--- src/rtl/acc_pkg.sv ---
`timescale 1ns/1ps
package acc_pkg;
    localparam int OPC_W = 4;

    typedef enum logic [OPC_W-1:0] {
        OP_HALT = 4'b0000,
        OP_LDM  = 4'b0001,
        OP_STM  = 4'b0010,
        OP_IN   = 4'b0011,
        OP_ADD  = 4'b0101,
        OP_OUT  = 4'b0111
    } opcode_e;

    typedef enum logic [1:0] {
        ST_FETCH = 2'd0,
        ST_EXEC  = 2'd1,
        ST_STOP  = 2'd2
    } cpu_state_e;

    typedef enum logic [1:0] {
        ACC_KEEP = 2'd0,
        ACC_MEM  = 2'd1,
        ACC_SUM  = 2'd2,
        ACC_DEV  = 2'd3
    } acc_sel_e;

    typedef struct packed {
        logic     mem_rd;
        logic     mem_wr;
        logic     dev_rd;
        logic     dev_wr;
        logic     stop;
        acc_sel_e acc_sel;
    } exec_ctl_s;
endpackage

--- src/rtl/acc_decode.sv ---
`timescale 1ns/1ps
module acc_decode
    import acc_pkg::*;
(
    input  logic [OPC_W-1:0] opcode,
    output exec_ctl_s        ctl
);
    always_comb begin
        ctl = '{mem_rd: 1'b0, mem_wr: 1'b0, dev_rd: 1'b0, dev_wr: 1'b0,
                stop: 1'b0, acc_sel: ACC_KEEP};
        case (opcode_e'(opcode))
            OP_HALT: ctl.stop = 1'b1;
            OP_LDM: begin
                ctl.mem_rd  = 1'b1;
                ctl.acc_sel = ACC_MEM;
            end
            OP_STM: ctl.mem_wr = 1'b1;
            OP_IN: begin
                ctl.dev_rd  = 1'b1;
                ctl.acc_sel = ACC_DEV;
            end
            OP_ADD: begin
                ctl.mem_rd  = 1'b1;
                ctl.acc_sel = ACC_SUM;
            end
            OP_OUT: ctl.dev_wr = 1'b1;
            default: ;
        endcase
    end
endmodule

--- src/rtl/acc_alu.sv ---
`timescale 1ns/1ps
module acc_alu
    import acc_pkg::*;
#(
    parameter int WORD_W = 16
) (
    input  acc_sel_e          sel,
    input  logic [WORD_W-1:0] acc,
    input  logic [WORD_W-1:0] mem_word,
    input  logic [WORD_W-1:0] dev_word,
    output logic [WORD_W-1:0] result
);
    always_comb begin
        case (sel)
            ACC_MEM: result = mem_word;
            ACC_SUM: result = acc + mem_word;
            ACC_DEV: result = dev_word;
            default: result = acc;
        endcase
    end
endmodule

--- src/rtl/acc_core.sv ---
`timescale 1ns/1ps
module acc_core
    import acc_pkg::*;
#(
    parameter int WORD_W   = 16,
    parameter int RESET_PC = 12'h300
) (
    input  logic                      clk,
    input  logic                      rst_n,
    output logic [WORD_W-OPC_W-1:0]   mem_addr,
    output logic                      mem_rd,
    input  logic [WORD_W-1:0]         mem_rdata,
    output logic                      mem_wr,
    output logic [WORD_W-1:0]         mem_wdata,
    output logic [WORD_W-OPC_W-1:0]   dev_num,
    output logic                      dev_rd,
    input  logic [WORD_W-1:0]         dev_rdata,
    output logic                      dev_wr,
    output logic [WORD_W-1:0]         dev_wdata,
    output logic                      halted
);
    localparam int AW = WORD_W - OPC_W;

    typedef struct packed {
        cpu_state_e        st;
        logic [AW-1:0]     pc;
        logic [WORD_W-1:0] ir;
        logic [WORD_W-1:0] acc;
    } core_s;

    core_s q, d;

    logic [OPC_W-1:0]  opc_now;
    logic [AW-1:0]     field_now;
    exec_ctl_s         ctl;
    logic [WORD_W-1:0] alu_out;

    // signals exposed to the bound checker
    logic              in_fetch;
    logic [AW-1:0]     pc_now;
    logic [WORD_W-1:0] acc_now;

    assign opc_now   = q.ir[WORD_W-1 -: OPC_W];
    assign field_now = q.ir[AW-1:0];
    assign in_fetch  = (q.st == ST_FETCH);
    assign pc_now    = q.pc;
    assign acc_now   = q.acc;

    acc_decode u_dec (
        .opcode (opc_now),
        .ctl    (ctl)
    );

    acc_alu #(.WORD_W(WORD_W)) u_alu (
        .sel      (ctl.acc_sel),
        .acc      (q.acc),
        .mem_word (mem_rdata),
        .dev_word (dev_rdata),
        .result   (alu_out)
    );

    always_comb begin
        d         = q;
        mem_addr  = q.pc;
        mem_rd    = 1'b0;
        mem_wr    = 1'b0;
        dev_rd    = 1'b0;
        dev_wr    = 1'b0;
        dev_num   = field_now;
        mem_wdata = q.acc;
        dev_wdata = q.acc;
        halted    = 1'b0;
        case (q.st)
            ST_FETCH: begin
                mem_rd = 1'b1;
                d.ir   = mem_rdata;
                d.pc   = q.pc + 1'b1;
                d.st   = ST_EXEC;
            end
            ST_EXEC: begin
                mem_addr = field_now;
                mem_rd   = ctl.mem_rd;
                mem_wr   = ctl.mem_wr;
                dev_rd   = ctl.dev_rd;
                dev_wr   = ctl.dev_wr;
                d.acc    = alu_out;
                d.st     = ctl.stop ? ST_STOP : ST_FETCH;
            end
            default: begin
                halted = 1'b1;
                d.st   = ST_STOP;
            end
        endcase
    end

    always_ff @(posedge clk) begin
        if (!rst_n) begin
            q.st  <= ST_FETCH;
            q.pc  <= AW'(RESET_PC);
            q.ir  <= '0;
            q.acc <= '0;
        end else begin
            q <= d;
        end
    end
endmodule

--- config.mk ---
export PLATFORM = sky130hd
export DESIGN_NAME = acc_core
export DESIGN_NICKNAME = d
export VERILOG_FILES = /design/src/rtl/acc_pkg.sv /design/src/rtl/acc_decode.sv /design/src/rtl/acc_alu.sv /design/src/rtl/acc_core.sv
export SDC_FILE = /design/constraint.sdc
export NUM_CORES = 1
export LEC_CHECK = 0
export ABC_AREA = 1
export BUFFER_PORTS_ARGS = -buffer_cell sky130_fd_sc_hd__buf_2
export CAP_MARGIN = 30
export CORE_AREA = 4 4 112 114
export DETAILED_ROUTE_END_ITERATION = 16
export DIE_AREA = 0 0 116 118
export PLACE_DENSITY_LB_ADDON = 0.2
export SLEW_MARGIN = 10
export SYNTH_ARGS = -nofsm -noshare
export SYNTH_HDL_FRONTEND = slang
export SYNTH_SLANG_ARGS = --single-unit
--- constraint.sdc ---
create_clock -name clk -period 3.6 [get_ports clk]
set_input_delay 0.36 -clock clk [delete_from_list [all_inputs] [get_ports clk]]
set_output_delay 0.36 -clock clk [all_outputs]
set_load 0.01 [all_outputs]
==> run metrics <==
Crit path depth=4; reg-to-reg setup timing slack=between 1500 and 2000 ps; Die ar.=approximately 14000 um2; Final setup viols=0; CP top delay family=buffers and inverters; Syn Area/Cell=between 6 and 7 um2; Root Driver=clkbuf_16; Total Power Consumption=1.48 mW; Synth Instances=530; vias in the first global route=about 3200; Switching Share=0.354; layout cells sized above 1=0.213; total negative slack=0 ps; Synth Net Count=581; average wire per standard cell=14.0 um; Clock power frac=0.303; clk sink count=46; crit path from=q[45]; Comb pwr share=0.289; Congestion Overflow GR=0; max-slew violation count=0; I/O Buffers=94; CTS tree=yes; CTS buffer count=5; DRT Wirelength=around 10 mm; CP required=around 3200 ps; commonest non-fill, non-tap cell in the layout=nand2_1; final worst path period share=0.645; RSZ-0062 raised after global routing=false; first-pass GRT wire length=16.2 mm; antenna viol nets, final=0; R2R depth=8; Hold Startpoint=mem_rdata[0]; total global-route track usage=0.146; Slew headroom=0.517; worst setup path end=mem_rd; Syn. warnings=0; run status=complete, no violations; CP max stage delay=480 ps; Worst Skew=7.17 ps; fmax=431 MHz; nets@finish=624; r2r startpoint=q[45]; most frequent cells in the layout=nand2_1 (123), buf_2 (94), inv_1 (72), o21ai_0 (48), dfxtp_1 (46); static leakage=2.01 nW; critical path type=reg2out; Reg2Reg Capture Point=pc_now[9]; internal power=about 960 uW; synthesized area=3430 um2; I/O pins=95; First DRT Iteration DRCs=166; CTS Buffer Depth=2; largest net degree at the start of global routing=45; die span in x=116 um; Area Overhead vs Synth=11.1%; WP data arrival=1960 ps; Seq/Total Area, Yosys=0.269; # diodes=0; Setup crit start kind=register; Worst IR Drop VDD=205 uV; power density cells=just under 400 nW/um2; DRC violations left=0; # rows=39; drt first pass iters=4; final hold vios=0; worst slew pin tran=between 700 and 800 ps; initial core utilization=0.300; slowest cell on the critical path=nor2_4; type of destination of the critical path=output port; Clock Latency Late Sink=290 ps; critical-path cell list=nor2_4 > clkinv_1 > o41ai_1 > buf_2; Post-DP HPWL=7.69 mm; cts repair resizes=0; distinct cell type count after synthesis=34; max-cap check violation count=0; Worst-path clk slew=60 ps; Core Area=11400 um2; H-tree depth=2; total vias in the final route=3371; Net Switching=525 uW; initial antenna violation count=0; Placer Congestion=approximately 0.83; crit path buf inv count=2; Post-CTS Hold Buffers=0; post-CTS setup buffer count=0; sequential share of power=0.408; vias per std cell=roughly 4.7; register bit count reported by yosys=46; HP Class=in2reg; crit-path max FO=31; Die Ht=about 120 um; WHS=345 ps; min Tclk post-route=2320 ps
[state kept, by name, indices dropped and copies added (netlist names)]
| name | count |
|---|---|
| dev_wdata | 16 |
| dev_num | 12 |
| pc_now | 12 |
| q | 2 |
| opc_now | 4 |
[cells by family after synthesis]
logic type                 synth area share
buffers and inverters                 0.203
DFF                                   0.269
adders and majority gates            0.0643
AOI/OAI and AO/OA                     0.176
xor gates and xnor gates            0.00256
and+or+nand+nor                       0.285
[layer usage]
layer / vias to the layer above / wire length (um) / GRT usage
met2: 83 / 4650 / 0.238
met5: - / 0 / 0
met3: 8 / 629 / 0.0262
met1: 1522 / 4610 / 0.200
li1: 1758 / - / -
met4: 0 / 112 / 0.0297
[power by group through the flow]
stage               clock network, mW  logic, mW  registers [mW]
global placement                    0      0.427           0.616
detailed placement                  0      0.431           0.619
floorplan                           0      0.348           0.601
global route                    0.488      0.488           0.614
finish                          0.450      0.428           0.606
CTS                             0.468      0.433           0.607
[final cells by class]
| class | instances | area (um2) |
|---|---|---|
| repair buffers | 94 | 470 |
| flip-flops and latches | 46 | 921 |
| clock inverters | 2 | 10.0 |
| well taps | 143 | 179 |
| multi-input cells | 349 | 1810 |
| clock buffers | 5 | 125 |
| fillers | 1274 | 7610 |
| inverters | 77 | 292 |
[cells in the mapped netlist]
| library cell | count | area, um2 |
|---|---|---|
| nand2_1 | 123 | 462 |
| inv_1 | 72 | 270 |
| o21ai_0 | 48 | 240 |
| dfxtp_1 | 46 | 921 |
| a21oi_1 | 45 | 225 |
| buf_4 | 45 | 338 |
| nor2_1 | 37 | 139 |
| nand3_1 | 31 | 155 |
| ha_1 | 16 | 200 |
| clkbuf_1 | 9 | 33.8 |
| a211oi_1 | 8 | 60.1 |
| nor3_1 | 7 | 35.0 |
| a31oi_1 | 5 | 31.3 |
| nand4_1 | 4 | 25.0 |
| nor2_2 | 4 | 25.0 |
| inv_2 | 3 | 11.3 |
| nand2_2 | 3 | 18.8 |
| nand3b_1 | 3 | 22.5 |
| or2_2 | 3 | 18.8 |
| buf_2 | 2 | 10.0 |
| buf_6 | 2 | 22.5 |
| o21ai_1 | 2 | 10.0 |
| a211oi_2 | 1 | 12.5 |
| a41oi_2 | 1 | 16.3 |
| clkinv_1 | 1 | 3.75 |
| fa_1 | 1 | 20.0 |
| inv_4 | 1 | 6.26 |
| nand2_4 | 1 | 11.3 |
| nand3_2 | 1 | 10.0 |
| nand4_4 | 1 | 21.3 |
| nor2_4 | 1 | 11.3 |
| nor4_4 | 1 | 21.3 |
| o41ai_1 | 1 | 8.76 |
| xor2_1 | 1 | 8.76 |
[how the worst min path moves through the flow]
stage | endpoint | slack, ps | cells past startpoint
floorplan | pc_now[9] | 430 | 2
global placement | pc_now[9] | 440 | 2
detailed placement | pc_now[9] | 460 | 2
CTS | dev_num[0] | 340 | 3
global route | dev_num[0] | 350 | 3
finish | dev_num[0] | 340 | 3
[per-stage QoR]
stage	setup WS [ps]	util	instances	instance area (um2)
3_5_place_dp	1560	0.321	709	3670
6_report	1280	0.333	716	3810
3_3_place_gp	1630	0.321	709	3670
4_1_cts	1250	0.333	716	3810
2_1_floorplan	2000	-	530	3430
5_1_grt	1060	0.333	716	3810
[worst register-to-register path, cell delays in order, from the launching register on]
cell and delay [ps]:
dfxtp_1 360, nor2_4 480, nand2_1 170, nor2_2 140, nand2_1 90, nor2_2 160, nand3_2 120, o21ai_1 140
nand3_1 70
No activity file was read; power rests on OpenSTA's default activity.
